### config.mk
export PLATFORM = sky130hd
export DESIGN_NAME = cmp_tick_timer
export DESIGN_NICKNAME = d
export VERILOG_FILES = /design/src/rtl/ctt_pkg.sv /design/src/rtl/ctt_src_mux.sv /design/src/rtl/ctt_prescaler.sv /design/src/rtl/ctt_count_core.sv /design/src/rtl/cmp_tick_timer.sv
export SDC_FILE = /design/constraint.sdc
export NUM_CORES = 1
export LEC_CHECK = 0
export BUFFER_PORTS_ARGS = -buffer_cell sky130_fd_sc_hd__buf_2
export CAP_MARGIN = 15
export CORE_ASPECT_RATIO = 1.1
export CORE_MARGIN = 2
export CORE_UTILIZATION = 55
export DETAILED_ROUTE_END_ITERATION = 12
export PLACE_DENSITY = 0.82
export SETUP_SLACK_MARGIN = 0.02
export SKIP_LAST_GASP = 1
export SLEW_MARGIN = 40
export SYNTH_ARGS = -nofsm -noshare
export SYNTH_HDL_FRONTEND = slang
export SYNTH_HIERARCHICAL = 1
export SYNTH_SLANG_ARGS = --single-unit
export TNS_END_PERCENT = 20
### constraint.sdc
create_clock -name clk -period 3.8 [get_ports clk]
set_input_delay 0.57 -clock clk [delete_from_list [all_inputs] [get_ports clk]]
set_output_delay 0.57 -clock clk [all_outputs]
set_load 0.1 [all_outputs]
### src/rtl/ctt_pkg.sv
package ctt_pkg;
    localparam int unsigned SRC_N    = 11;
    localparam int unsigned SRC_IDXW = $clog2(SRC_N);
    localparam int unsigned ADDR_W   = 5;
    localparam int unsigned REG_W    = 32;
    localparam int unsigned PSC_W    = 8;

    localparam logic [ADDR_W-1:0] OFF_CMP  = 5'h00;
    localparam logic [ADDR_W-1:0] OFF_CNT  = 5'h04;
    localparam logic [ADDR_W-1:0] OFF_CFG  = 5'h08;
    localparam logic [ADDR_W-1:0] OFF_STAT = 5'h14;

    localparam logic [REG_W-1:0] CFG_RAZ_MASK = 32'h0000_0800;
    localparam logic [1:0]       CLR_CODE     = 2'b11;

    typedef struct packed {
        logic [REG_W-1:0] cfg;
        logic [REG_W-1:0] cmp;
    } regs_t;

    function automatic logic cfg_enable(input logic [REG_W-1:0] c);
        return c[0];
    endfunction

    function automatic logic [PSC_W-1:0] cfg_prescale(input logic [REG_W-1:0] c);
        return c[31:24];
    endfunction

    function automatic logic [3:0] cfg_source(input logic [REG_W-1:0] c);
        return c[23:20];
    endfunction

    function automatic logic [2:0] cfg_subsource(input logic [REG_W-1:0] c);
        return c[10:8];
    endfunction
endpackage

### src/rtl/ctt_src_mux.sv
module ctt_src_mux
    import ctt_pkg::*;
(
    input  logic             clk,
    input  logic             rst_n,
    input  logic [3:0]       sel_i,
    input  logic [2:0]       sub_i,
    input  logic [SRC_N-1:0] ticks_i,
    output logic             strobe_o
);
    logic [SRC_IDXW-1:0] idx;
    logic                valid;

    always_comb begin
        valid = 1'b1;
        idx   = '0;
        case (sel_i)
            4'd0: idx = SRC_IDXW'(0);
            4'd1: idx = SRC_IDXW'(1);
            4'd3: idx = SRC_IDXW'(2);
            4'd4: idx = SRC_IDXW'(3);
            4'd5: idx = SRC_IDXW'(4);
            4'd8: idx = SRC_IDXW'(5);
            4'd9: idx = SRC_IDXW'(6);
            4'd2: begin
                case (sub_i)
                    3'd0:       idx = SRC_IDXW'(7);
                    3'd2, 3'd3: idx = SRC_IDXW'(8);
                    3'd4:       idx = SRC_IDXW'(9);
                    3'd5:       idx = SRC_IDXW'(10);
                    default:    valid = 1'b0;
                endcase
            end
            default: valid = 1'b0;
        endcase
    end

    assign strobe_o = valid && ticks_i[idx];


    dead_source_chk: assert property (@(posedge clk) disable iff (!rst_n)
        (sel_i == 4'd6 || sel_i == 4'd7 || sel_i >= 4'd10) |-> !strobe_o);


    dead_subsource_chk: assert property (@(posedge clk) disable iff (!rst_n)
        (sel_i == 4'd2 && (sub_i == 3'd1 || sub_i >= 3'd6)) |-> !strobe_o);
endmodule

### src/rtl/ctt_prescaler.sv
module ctt_prescaler #(
    parameter int unsigned PW = 8
) (
    input  logic          clk,
    input  logic          rst_n,
    input  logic          clear_i,
    input  logic          en_i,
    input  logic          strobe_i,
    input  logic [PW-1:0] factor_i,
    output logic          tick_o
);
    typedef struct packed {
        logic [PW-1:0] cnt;
    } psc_t;

    psc_t psc_d, psc_q;

    always_comb begin
        psc_d  = psc_q;
        tick_o = 1'b0;
        if (clear_i) begin
            psc_d.cnt = '0;
        end else if (en_i && strobe_i) begin
            if (psc_q.cnt == factor_i) begin
                tick_o    = 1'b1;
                psc_d.cnt = '0;
            end else begin
                psc_d.cnt = psc_q.cnt + 1'b1;
            end
        end
    end

    always_ff @(posedge clk or negedge rst_n) begin
        if (!rst_n) psc_q <= '0;
        else        psc_q <= psc_d;
    end


    psc_range_chk: assert property (@(posedge clk) disable iff (!rst_n)
        !clear_i |-> psc_q.cnt <= factor_i);


    psc_restart_chk: assert property (@(posedge clk) disable iff (!rst_n)
        clear_i |=> psc_q.cnt == '0);
endmodule

### src/rtl/ctt_count_core.sv
module ctt_count_core #(
    parameter int unsigned W = 32
) (
    input  logic         clk,
    input  logic         rst_n,
    input  logic         tick_i,
    input  logic         cnt_wr_i,
    input  logic [W-1:0] cnt_wdata_i,
    input  logic [W-1:0] cmp_i,
    input  logic         clr_i,
    output logic [W-1:0] cnt_o,
    output logic         pend_o
);
    typedef struct packed {
        logic [W-1:0] cnt;
        logic         pend;
    } core_t;

    core_t core_d, core_q;
    logic [W-1:0] cnt_inc;
    logic         match;

    always_comb begin
        core_d  = core_q;
        cnt_inc = core_q.cnt + 1'b1;
        match   = 1'b0;
        if (cnt_wr_i) begin
            core_d.cnt = cnt_wdata_i;
        end else if (tick_i) begin
            core_d.cnt = cnt_inc;
            match      = (cnt_inc == cmp_i);
        end
        if (match)      core_d.pend = 1'b1;
        else if (clr_i) core_d.pend = 1'b0;
    end

    always_ff @(posedge clk or negedge rst_n) begin
        if (!rst_n) core_q <= '0;
        else        core_q <= core_d;
    end

    assign cnt_o  = core_q.cnt;
    assign pend_o = core_q.pend;


    wrap_chk: assert property (@(posedge clk) disable iff (!rst_n)
        (tick_i && !cnt_wr_i && core_q.cnt == {W{1'b1}}) |=> core_q.cnt == '0);


    match_src_chk: assert property (@(posedge clk) disable iff (!rst_n)
        $rose(core_q.pend) |-> ($past(tick_i) && core_q.cnt == cmp_i));


    sticky_chk: assert property (@(posedge clk) disable iff (!rst_n)
        (core_q.pend && !clr_i) |=> core_q.pend);
endmodule

### src/rtl/cmp_tick_timer.sv
module cmp_tick_timer
    import ctt_pkg::*;
(
    input  logic                  clk,
    input  logic                  rst_n,
    input  logic                  bus_wr,
    input  logic [ADDR_W-1:0]     bus_addr,
    input  logic [REG_W-1:0]      bus_wdata,
    output logic [REG_W-1:0]      bus_rdata,
    input  logic [SRC_N-1:0]      src_tick,
    output logic                  irq
);
    regs_t st_d, st_q;

    logic             wr_cmp, wr_cnt, wr_cfg, wr_stat;
    logic             clr_req;
    logic             src_strobe;
    logic             tick;
    logic [REG_W-1:0] cnt_val;
    logic             pend;

    always_comb begin
        wr_cmp  = bus_wr && (bus_addr == OFF_CMP);
        wr_cnt  = bus_wr && (bus_addr == OFF_CNT);
        wr_cfg  = bus_wr && (bus_addr == OFF_CFG);
        wr_stat = bus_wr && (bus_addr == OFF_STAT);
        clr_req = wr_stat && (bus_wdata[1:0] == CLR_CODE);

        st_d = st_q;
        if (wr_cmp) st_d.cmp = bus_wdata;
        if (wr_cfg) st_d.cfg = bus_wdata & ~CFG_RAZ_MASK;
    end

    always_ff @(posedge clk or negedge rst_n) begin
        if (!rst_n) st_q <= '0;
        else        st_q <= st_d;
    end

    ctt_src_mux i_mux (
        .clk      (clk),
        .rst_n    (rst_n),
        .sel_i    (cfg_source(st_q.cfg)),
        .sub_i    (cfg_subsource(st_q.cfg)),
        .ticks_i  (src_tick),
        .strobe_o (src_strobe)
    );

    ctt_prescaler #(.PW(PSC_W)) i_psc (
        .clk      (clk),
        .rst_n    (rst_n),
        .clear_i  (wr_cfg),
        .en_i     (cfg_enable(st_q.cfg)),
        .strobe_i (src_strobe),
        .factor_i (cfg_prescale(st_q.cfg)),
        .tick_o   (tick)
    );

    ctt_count_core #(.W(REG_W)) i_core (
        .clk         (clk),
        .rst_n       (rst_n),
        .tick_i      (tick),
        .cnt_wr_i    (wr_cnt),
        .cnt_wdata_i (bus_wdata),
        .cmp_i       (st_q.cmp),
        .clr_i       (clr_req),
        .cnt_o       (cnt_val),
        .pend_o      (pend)
    );

    always_comb begin
        case (bus_addr)
            OFF_CMP:  bus_rdata = st_q.cmp;
            OFF_CNT:  bus_rdata = cnt_val;
            OFF_CFG:  bus_rdata = st_q.cfg;
            OFF_STAT: bus_rdata = {{(REG_W-1){1'b0}}, pend};
            default:  bus_rdata = '0;
        endcase
    end

    assign irq = pend;


    disabled_hold_chk: assert property (@(posedge clk) disable iff (!rst_n)
        (!st_q.cfg[0] && !wr_cnt) |=> $stable(cnt_val));


    raz_bit_chk: assert property (@(posedge clk) disable iff (!rst_n)
        (bus_addr == OFF_CFG) |-> bus_rdata[11] == 1'b0);
endmodule

=== Word-level counts from Yosys, hierarchy flattened ===
Cells that the tools add are included.
W data, S select, Z words.

* Register bits after elaboration: 104
* Input port bits: 51
* Output and inout bits: 33
* Logic and storage cells: 60

* $add $sub $neg: 2
* $lt $le $gt $ge: 1
* Eq/ne operators: 17
* Muxes and demuxes: 19
* Reduce and logical (&&, ||, !) cells: 16

{| class="wikitable"
|+ Operator list
! kind !! count
|-
| $pmux W32 S4 || 1
|-
| $mux W32 || 2
|-
| $add A32 B1 Y32 const B || 1
|-
| $eq A32 B32 Y1 || 1
|-
| $pmux W4 S7 || 1
|-
| $mux W8 || 3
|-
| $pmux W4 S4 || 1
|-
| $mux W1 || 9
|-
| $add A8 B1 Y8 const B || 1
|-
| $eq A4 B2 Y1 const B || 2
|-
| $eq A4 B3 Y1 const B || 2
|-
| $eq A4 B4 Y1 const B || 2
|-
| $eq A8 B8 Y1 || 1
|-
| $logic_and A1 B1 Y1 || 7
|-
| $reduce_or A7 Y1 || 1
|-
| $eq A3 B2 Y1 const B || 2
|-
| $eq A3 B3 Y1 const B || 2
|-
| $reduce_bool A2 Y1 || 3
|-
| $eq A5 B3 Y1 const B || 1
|-
| $eq A5 B4 Y1 const B || 1
|-
| $eq A5 B5 Y1 const B || 1
|-
| $logic_not A5 Y1 || 1
|-
| $lt A4 B5 Y1 const B || 1
|-
| $reduce_or A5 Y1 || 1
|-
| other kinds (7) || 7
|}

=== Longest topological paths before layout ===
Gate-level depths: netlist of run 1.

* Depth in word-level cells: 13
* Gate-level depth with buffers: 15
* Depth with buffers taken out: 14

=== Hierarchy ===
Netlist of run 1, hierarchy kept.

{| class="wikitable"
|+ By module, submodules not included
! module !! instances !! cells each !! area an instance (um2) !! seq. area each (um2)
|-
| cmp_tick_timer || 1 || 219 || 3199.3 || 1576.5
|-
| ctt_count_core || 1 || 355 || 2924.1 || 825.8
|-
| ctt_prescaler || 1 || 55 || 513.0 || 200.2
|-
| ctt_src_mux || 1 || 44 || 346.6 || 0.0
|}

=== Least setup slack after synthesis of run 1 ===
OpenSTA, ideal clock, no wires.

* Path type: input-to-output
* Start: input bus_addr[3]
* End: output bus_rdata[11]
* Arrival time: 3031 ps
* Required time: 3230 ps
* Path slack: 199 ps
* Stages: 3
* Path buffers: 1
* Cell sequence: buf_6 > or3_1 > nor3_1

* Cells in the longest elaborated chain, start to end: 2
* Elaborated cells between the ends (all ways): 5

{| class="wikitable"
|+ RTL lines
! what !! RTL line !! source
|-
| from (decl) || cmp_tick_timer.sv:7 || <nowiki>input logic [ADDR_W-1:0] bus_addr,</nowiki>
|-
| $eq A5 B5 Y1, or another cell as far along || cmp_tick_timer.sv:71 || <nowiki>case (bus_addr)</nowiki>
|-
| $pmux W32 S4 (*) || cmp_tick_timer.sv:71 ||
|-
| to (decl) || cmp_tick_timer.sv:9 || <nowiki>output logic [REG_W-1:0] bus_rdata,</nowiki>
|}

Mark *: on every way between the ends. The rest lies on a longest branch, timed or not.

=== Worst setup path after layout of run 1 ===
* Start: register st_q[55] in the netlist's numbering
* End: register i_core.core_q (netlist bit i_core/pend_o)

* Cells in the longest elaborated chain, start to end: 11
* Elaborated cells between the ends (all ways): 21

{| class="wikitable"
|+ RTL lines
! what !! RTL line !! source
|-
| from (decl) || cmp_tick_timer.sv:13 || <nowiki>regs_t st_d, st_q;</nowiki>
|-
| from (signal assigned) || cmp_tick_timer.sv:36 || <nowiki>else st_q <= st_d;</nowiki>
|-
| $eq A4 B2 Y1, or another cell as far along || ctt_src_mux.sv:17 || <nowiki>case (sel_i)</nowiki>
|-
| $pmux W4 S7 || ctt_src_mux.sv:17 ||
|-
| $bmux W1 S4 || ctt_src_mux.sv:38 || <nowiki>assign strobe_o = valid && ticks_i[idx];</nowiki>
|-
| $mux W1 (implied by the code) || ctt_src_mux.sv:38 ||
|-
| $logic_and A1 B1 Y1 (*) || ctt_src_mux.sv:38 ||
|-
| net src_strobe || cmp_tick_timer.sv:17 || <nowiki>logic src_strobe;</nowiki>
|-
| $logic_and A1 B1 Y1 (*) || ctt_prescaler.sv:23 || <nowiki>end else if (en_i && strobe_i) begin</nowiki>
|-
| $mux W1 (*) || ctt_prescaler.sv:23 ||
|-
| $mux W1 (*) || ctt_prescaler.sv:21 || <nowiki>if (clear_i) begin</nowiki>
|-
| net tick || cmp_tick_timer.sv:18 || <nowiki>logic tick;</nowiki>
|-
| $mux W1 (*) || ctt_count_core.sv:29 || <nowiki>end else if (tick_i) begin</nowiki>
|-
| $mux W1 (*) || ctt_count_core.sv:27 || <nowiki>if (cnt_wr_i) begin</nowiki>
|-
| $mux W1 or $reduce_bool A2 Y1 (tied branches) || n/a ||
|-
| to (signal assigned) || ctt_count_core.sv:39 || <nowiki>else core_q <= core_d;</nowiki>
|-
| to (decl) || ctt_count_core.sv:19 || <nowiki>core_t core_d, core_q;</nowiki>
|}

Mark *: on every way through the listed nets, which the timed path passes. The rest lies on a longest branch. The select of a mux whose other input is x is not followed.
A chain may end at the register's enable or synchronous reset.

==> results of run 1 <==
[power groups by stage]
stage	logic, mW	registers, mW	clock network [mW]
2_1_floorplan	0.958	1.54	0
4_1_cts	1.14	1.68	1.12
6_report	1.15	1.68	1.10
3_3_place_gp	1.08	1.67	0
5_1_grt	1.24	1.72	1.16
3_5_place_dp	1.13	1.70	0
[stage by stage]
step           hold WS, ns  total power [mW]  utilization [%]  worst slack [ns]  std cells
2_1_floorplan        0.274              2.49                -             0.199        673
3_3_place_gp         0.466              2.76             61.6             0.605        876
3_5_place_dp         0.476              2.82             61.6             0.365        876
4_1_cts              0.240              3.93             64.4             0.329        892
5_1_grt              0.258              4.12             64.5            0.0358        892
6_report             0.199              3.93             64.5             0.352        892
[critical path, stage by stage, from the launching register on]
cell and delay (ns):
dfrtp_1 0.51, nor4b_2 0.24, a211oi_4 0.43, mux2i_1 0.14, a211oi_1 0.30, a41o_1 0.20, nand2_1 0.14, nor3_2 0.25
nand4b_1 0.15, nor4_1 0.28, o2111ai_1 0.18, a2111oi_2 0.35, nand4_1 0.12, o21ai_1 0.10
[logic make-up after synthesis]
group | synth area share (%)
simple gates | 17.0
compound gates | 12.5
mux | 17.8
flops | 37.3
xor+xnor | 10.7
buf+inv | 4.46
fa+ha+maj | 0.358
[what timing repair did]
action	in CTS	in global routing
hold buffers	0	0
setup endpoints to repair	0	1
resized for setup	0	3
[state kept, by name (all words and copies together), names as in the netlist]
signal / cells
i_core/cnt_o: 32
i_core/pend_o: 1
i_psc/psc_q: 8
st_q: 63
[per-layer routing]
metal / vias to the layer above / global-route usage (%) / share of wire, %
met3: 40 / 4.23 / 4.3
met1: 2804 / 36.3 / 43
met2: 180 / 47.6 / 49
met4: 0 / 13.9 / 3.7
met5: - / 0 / 0
li1: 2586 / - / -
[placed cells by master (no fill, tap or decap), types with 10 or more instances in the layout]
master,count
buf_12,19
buf_2,63
buf_4,10
dfrtp_1,102
mux2_1,33
mux2_4,30
mux2i_1,42
nand2_1,63
nand3_1,14
nand4_1,21
nor2_1,27
nor3_1,10
o21ai_0,40
o2bb2ai_1,30
xnor2_1,46
xor2_1,39
[path summary, 6_finish.rpt]
path | to | slack, ns | depth (start not counted)
max | i_core/pend_o | 0.35 | 13
min | i_psc/psc_q[5] | 0.20 | 1
max in group asynchronous | st_q[1] | 2.82 | 2
max reg2reg | i_core/pend_o | 0.35 | 13
min reg2reg | st_q[46] | 0.49 | 1
min in group clk | i_core/cnt_o[11] | 0.45 | 3
[area by class of cell]
cell class / instances / area share [%]
clock buffer: 10 / 2.97
multi-input combinational: 516 / 50.8
tap: 157 / 2.44
clock inverter: 6 / 1.43
inverter: 6 / 0.280
timing repair buffer: 93 / 9.72
sequential: 104 / 32.4
==> run_results.csv, run 1 <==
group,metric,value,unit
status,status,"complete, no violations",
die,start_util,55.9,%
logic_synthesis,synth_top_area_share,37.3,%
grt,grt_max_degree,71,
routing,ant_nets,0,
timing,timing.final.crit_share,90.7,%
logic_synthesis,yosys-top-cells-count,"104 x dfrtp_1, 63 x nand2_1, 46 x xnor2_1",
logic_synthesis,syn_nets,726,
die,ioPinCount,84,
power_and_ir_drop,max-vdd-ir-drop,0.291,mV
logic_synthesis,yosysTopAreaCell,"dfrtp_1",
power_and_ir_drop,pwr-share-clk,28.0,%
logic_synthesis,synth_warnings,6,
placement,dp_hpwl,12900,um
routing,vias_per_cell,6.29,
placement,postPlaceCellArea,7690,sq um
cts,htreeDepth,3,
timing,fin_tns_setup,0,ns
timing,max_slew_margin,54.0,%
logic_synthesis,syn_area,6980,sq um
power_and_ir_drop,power_density,489,nW/um^2
timing,finalHoldViolations,0,
setup_path,cp-end-kind,"register",
power_and_ir_drop,p_sw,1.40,mW
logic_synthesis,synth_most_common_cell,"dfrtp_1",
setup_path,startpoint,"st_q[55]",
finish,drive_above_1_share,22.4,%
routing,dr.first_iter.drc_count,468,
die,core-area,12500,sq um
logic_synthesis,netlist_top_cells_area,"dfrtp_1 37%, mux2_4 6.5%, mux2i_1 6.0%",
setup_path,critical_path_required,4.09,ns
finish,final_cell_area,8050,sq um
timing,fmax,0.290,GHz
die,die-area,13600,sq um
grt,gr-total-overflow,0,
routing,routed_wl,18700,um
job,drv_cap,0,
die,die_height,122,um
finish,fill_cells,1040,
timing,tightest_slew,0.690,ns
placement,gp_congestion,0.948,
min_path,min_path_type,"primary input to asynchronous set/reset pin",
routing,vias,5610,
grt,grt_pass1_vias,5742,
timing,skew,0.00971,ns
cts,clkLatencyLatePin,0.36,ns
die,num_rows,43,
cts,cts_buffers,9,
finish,diodes,0,
logic_synthesis,synth-seq-area-share,37.3,%
cts,cts_tree,"yes",
finish,register_area,2610,sq um
setup_path,crit_fanout,12,
routing,drt-pass1-iter-count,5,
routing,drc,0,
logic_synthesis,syn_inst,673,
power_and_ir_drop,switching_share,35.5,%
setup_path,worstSetupPathType,"register to register",
logic_synthesis,synth-edff-count,0,
setup_path,cp-start-kind,"register",
timing,setup_viol,0,
grt,grt_pass1_wl,30200,um
logic_synthesis,ys_ff_latch,104,
placement,port_buffers,83,
cts,clock_sinks,104,
finish,multi_input_area,4090,sq um
cts,root_buffer,"clkbuf_16",
logic_synthesis,avgSynthCellArea,10.4,sq um
grt,grtUsageTotal,28.4,%
cts,cts_setup_buffers,0,
cts,clkTransAtPathRegs,0.07,ns
cts,clockBufferDepth,2,
grt,antenna_found_initial,0,
routing,wl_per_cell,21.0,um
logic_synthesis,ys.flop_type,"dfrtp_1",
logic_synthesis,ys_types,77,
power_and_ir_drop,p_leak,3.45,nW
timing,slew_violations,0,
finish,areaGrowthSynthToFinish,15.2,%
logic_synthesis,synthArstFlopShare,100,%
timing,period_needed,3.45,ns
power_and_ir_drop,p_seq_share,42.9,%
timing,rsz0062_at_grt,"false",
setup_path,r2r_start,"st_q[55]",
finish,num-nets-final,783,
power_and_ir_drop,p_int,2.53,mW
die,die_w,111,um
power_and_ir_drop,combPwrFrac,29.2,%
setup_path,worstPathArrival,3.74,ns
Note: power is estimated with default switching activity, not from simulation.
==> inputs of run 2 (changes only) <==
--- a/config.mk
+++ b/config.mk
@@ -11,7 +11,7 @@
 export CORE_MARGIN = 2
 export CORE_UTILIZATION = 55
 export DETAILED_ROUTE_END_ITERATION = 12
-export PLACE_DENSITY = 0.82
+export PLACE_DENSITY_LB_ADDON = 0.25
 export SETUP_SLACK_MARGIN = 0.02
 export SKIP_LAST_GASP = 1
 export SLEW_MARGIN = 40
==> constraint.sdc (replaced) <==
create_clock -name clk -period 3.8 [get_ports clk]
set_input_delay 0.38 -clock clk [delete_from_list [all_inputs] [get_ports clk]]
set_output_delay 0.38 -clock clk [all_outputs]
set_load 0.1 [all_outputs]
==> run 2 against run 1 <==
Effect of this change:
- count of clock-buffer cells in the layout grew 1
- utilization shrank 2.7 points
- register-to-register slack is essentially flat
- critical endpoint unchanged
==> run_results.csv, run 2 (synthesis gave the netlist of run 1 again) <==
group,metric,value,unit
cts,clockBufferDepth,2,
routing,routed_wl,17900,um
min_path,min_path_type,"primary input to asynchronous set/reset pin",
placement,postPlaceCellArea,7410,sq um
setup_path,crit_fanout,12,
grt,grt_max_degree,88,
job,drv_cap,0,
die,ioPinCount,84,
setup_path,r2r_slack,0.37,ns
power_and_ir_drop,max-vdd-ir-drop,0.300,mV
finish,areaGrowthSynthToFinish,10.3,%
setup_path,cp-end-kind,"register",
routing,vias_per_cell,6.25,
timing,tightest_slew,0.712,ns
cts,cts_resized,0,
placement,dp_hpwl,12600,um
timing,setup_viol,0,
cts,cts_hold_buffers,0,
cts,cts_tree,"yes",
die,num_rows,43,
finish,final_cell_area,7700,sq um
cts,clkLatencyLatePin,0.35,ns
finish,num-nets-final,784,
finish,drive_above_1_share,22.1,%
setup_path,critical_path_required,4.07,ns
status,status,"complete, no violations",
cts,cts_setup_buffers,0,
timing,fmax,0.291,GHz
setup_path,worstSetupPathType,"register to register",
finish,diodes,0,
grt,gr-total-overflow,0,
placement,port_buffers,83,
grt,grtUsageTotal,26.8,%
timing,max_slew_margin,52.5,%
setup_path,cp-start-kind,"register",
cts,cts_buffers,9,
timing,finalHoldViolations,0,
placement,gp_congestion,0.981,
cts,clkTransAtPathRegs,0.07,ns
timing,period_needed,3.43,ns
routing,drc,0,
cts,clock_sinks,104,
die,core-area,12500,sq um
timing,skew,0.00761,ns
finish,top_register,"st_q",
grt,grt_pass1_wl,28900,um
routing,vias,5585,
timing,timing.final.crit_share,90.4,%
routing,drt-pass1-iter-count,5,
routing,ant_nets,0,
finish,final_cell_mix,"104 x dfrtp_1, 82 x buf_2, 63 x nand2_1",
timing,fin_tns_setup,0,ns
cts,htreeDepth,3,
timing,slew_violations,0,
setup_path,worstPathArrival,3.70,ns
finish,final_common_cell,"dfrtp_1",
routing,wl_per_cell,20.0,um
power_and_ir_drop,power_density,482,nW/um^2
setup_path,r2r_start,"st_q[54]",
die,start_util,55.9,%
die,die_height,122,um
timing,rsz0062_at_grt,"false",
die,die-area,13600,sq um
setup_path,reg2reg_to,"i_core/pend_o",
power_and_ir_drop,p_leak,3.37,nW
routing,dr.first_iter.drc_count,432,
finish,largest_reg_flops,63,
grt,grt_pass1_vias,5596,
grt,antenna_found_initial,0,
cts,root_buffer,"clkbuf_16",
die,die_w,111,um
setup_path,reg2reg_depth,14,
==> run 2: worst max-delay path by stage <==
| stage | start | endpoint | slack [ns] | depth (start not counted) |
|---|---|---|---|---|
| floorplan | bus_addr[3] | bus_rdata[11] | 0.58 | 3 |
| global placement | st_q[54] | i_core/pend_o | 0.60 | 14 |
| detailed placement | st_q[54] | i_core/pend_o | 0.44 | 14 |
| CTS | st_q[54] | i_core/pend_o | 0.40 | 14 |
| global route | st_q[54] | i_core/pend_o | 0.03 | 14 |
| finish | st_q[54] | i_core/pend_o | 0.37 | 14 |
==> run 2: critical path, cell delays in order (launching register included) <==
cell,delay (ns)
dfrtp_1,0.60
nor2_1,0.12
and2_1,0.19
o21ai_0,0.42
a21oi_1,0.08
a211oi_1,0.24
a41o_1,0.17
nand2_1,0.13
nor3_2,0.25
nand4b_1,0.13
nor4_1,0.28
o2111ai_1,0.17
a2111oi_2,0.34
nand4_1,0.12
o21ai_1,0.11
==> run 2: per-stage QoR <==
stage | hold slack, ns | setup slack (ns) | instances | power, mW | util, %
floorplan | 0.0844 | 0.579 | 673 | 2.49 | -
global placement | 0.467 | 0.598 | 877 | 2.74 | 59.3
detailed placement | 0.476 | 0.445 | 877 | 2.79 | 59.4
CTS | 0.132 | 0.400 | 893 | 3.73 | 61.7
global route | 0.139 | 0.0254 | 893 | 3.91 | 61.7
finish | 0.0881 | 0.366 | 893 | 3.72 | 61.7
==> run 2: final cells by class <==
cell class	instances	area, sq um
Multi-Input combinational cell	516	4090
Clock inverter	5	57.6
Clock buffer	11	233
Inverter	6	22.5
Fill cell	1048	4780
Timing Repair Buffer	94	507
Tap cell	157	196
Sequential cell	104	2600
==> run 2: power by group <==
part / leakage, nW / internal, mW / switching [mW]
clock: 0.132 / 0.510 / 0.414
sequential: 1.33 / 1.32 / 0.358
combinational: 1.90 / 0.526 / 0.585
==> run 2: metal layers <==
metal  track usage, %  up-vias  share of wire [%]
met2             46.0      170                 50
met4             12.3        0                3.3
met1             33.9     2788                 43
met3             3.58       41                4.2
met5                0        -                  0
li1                 -     2586                  -
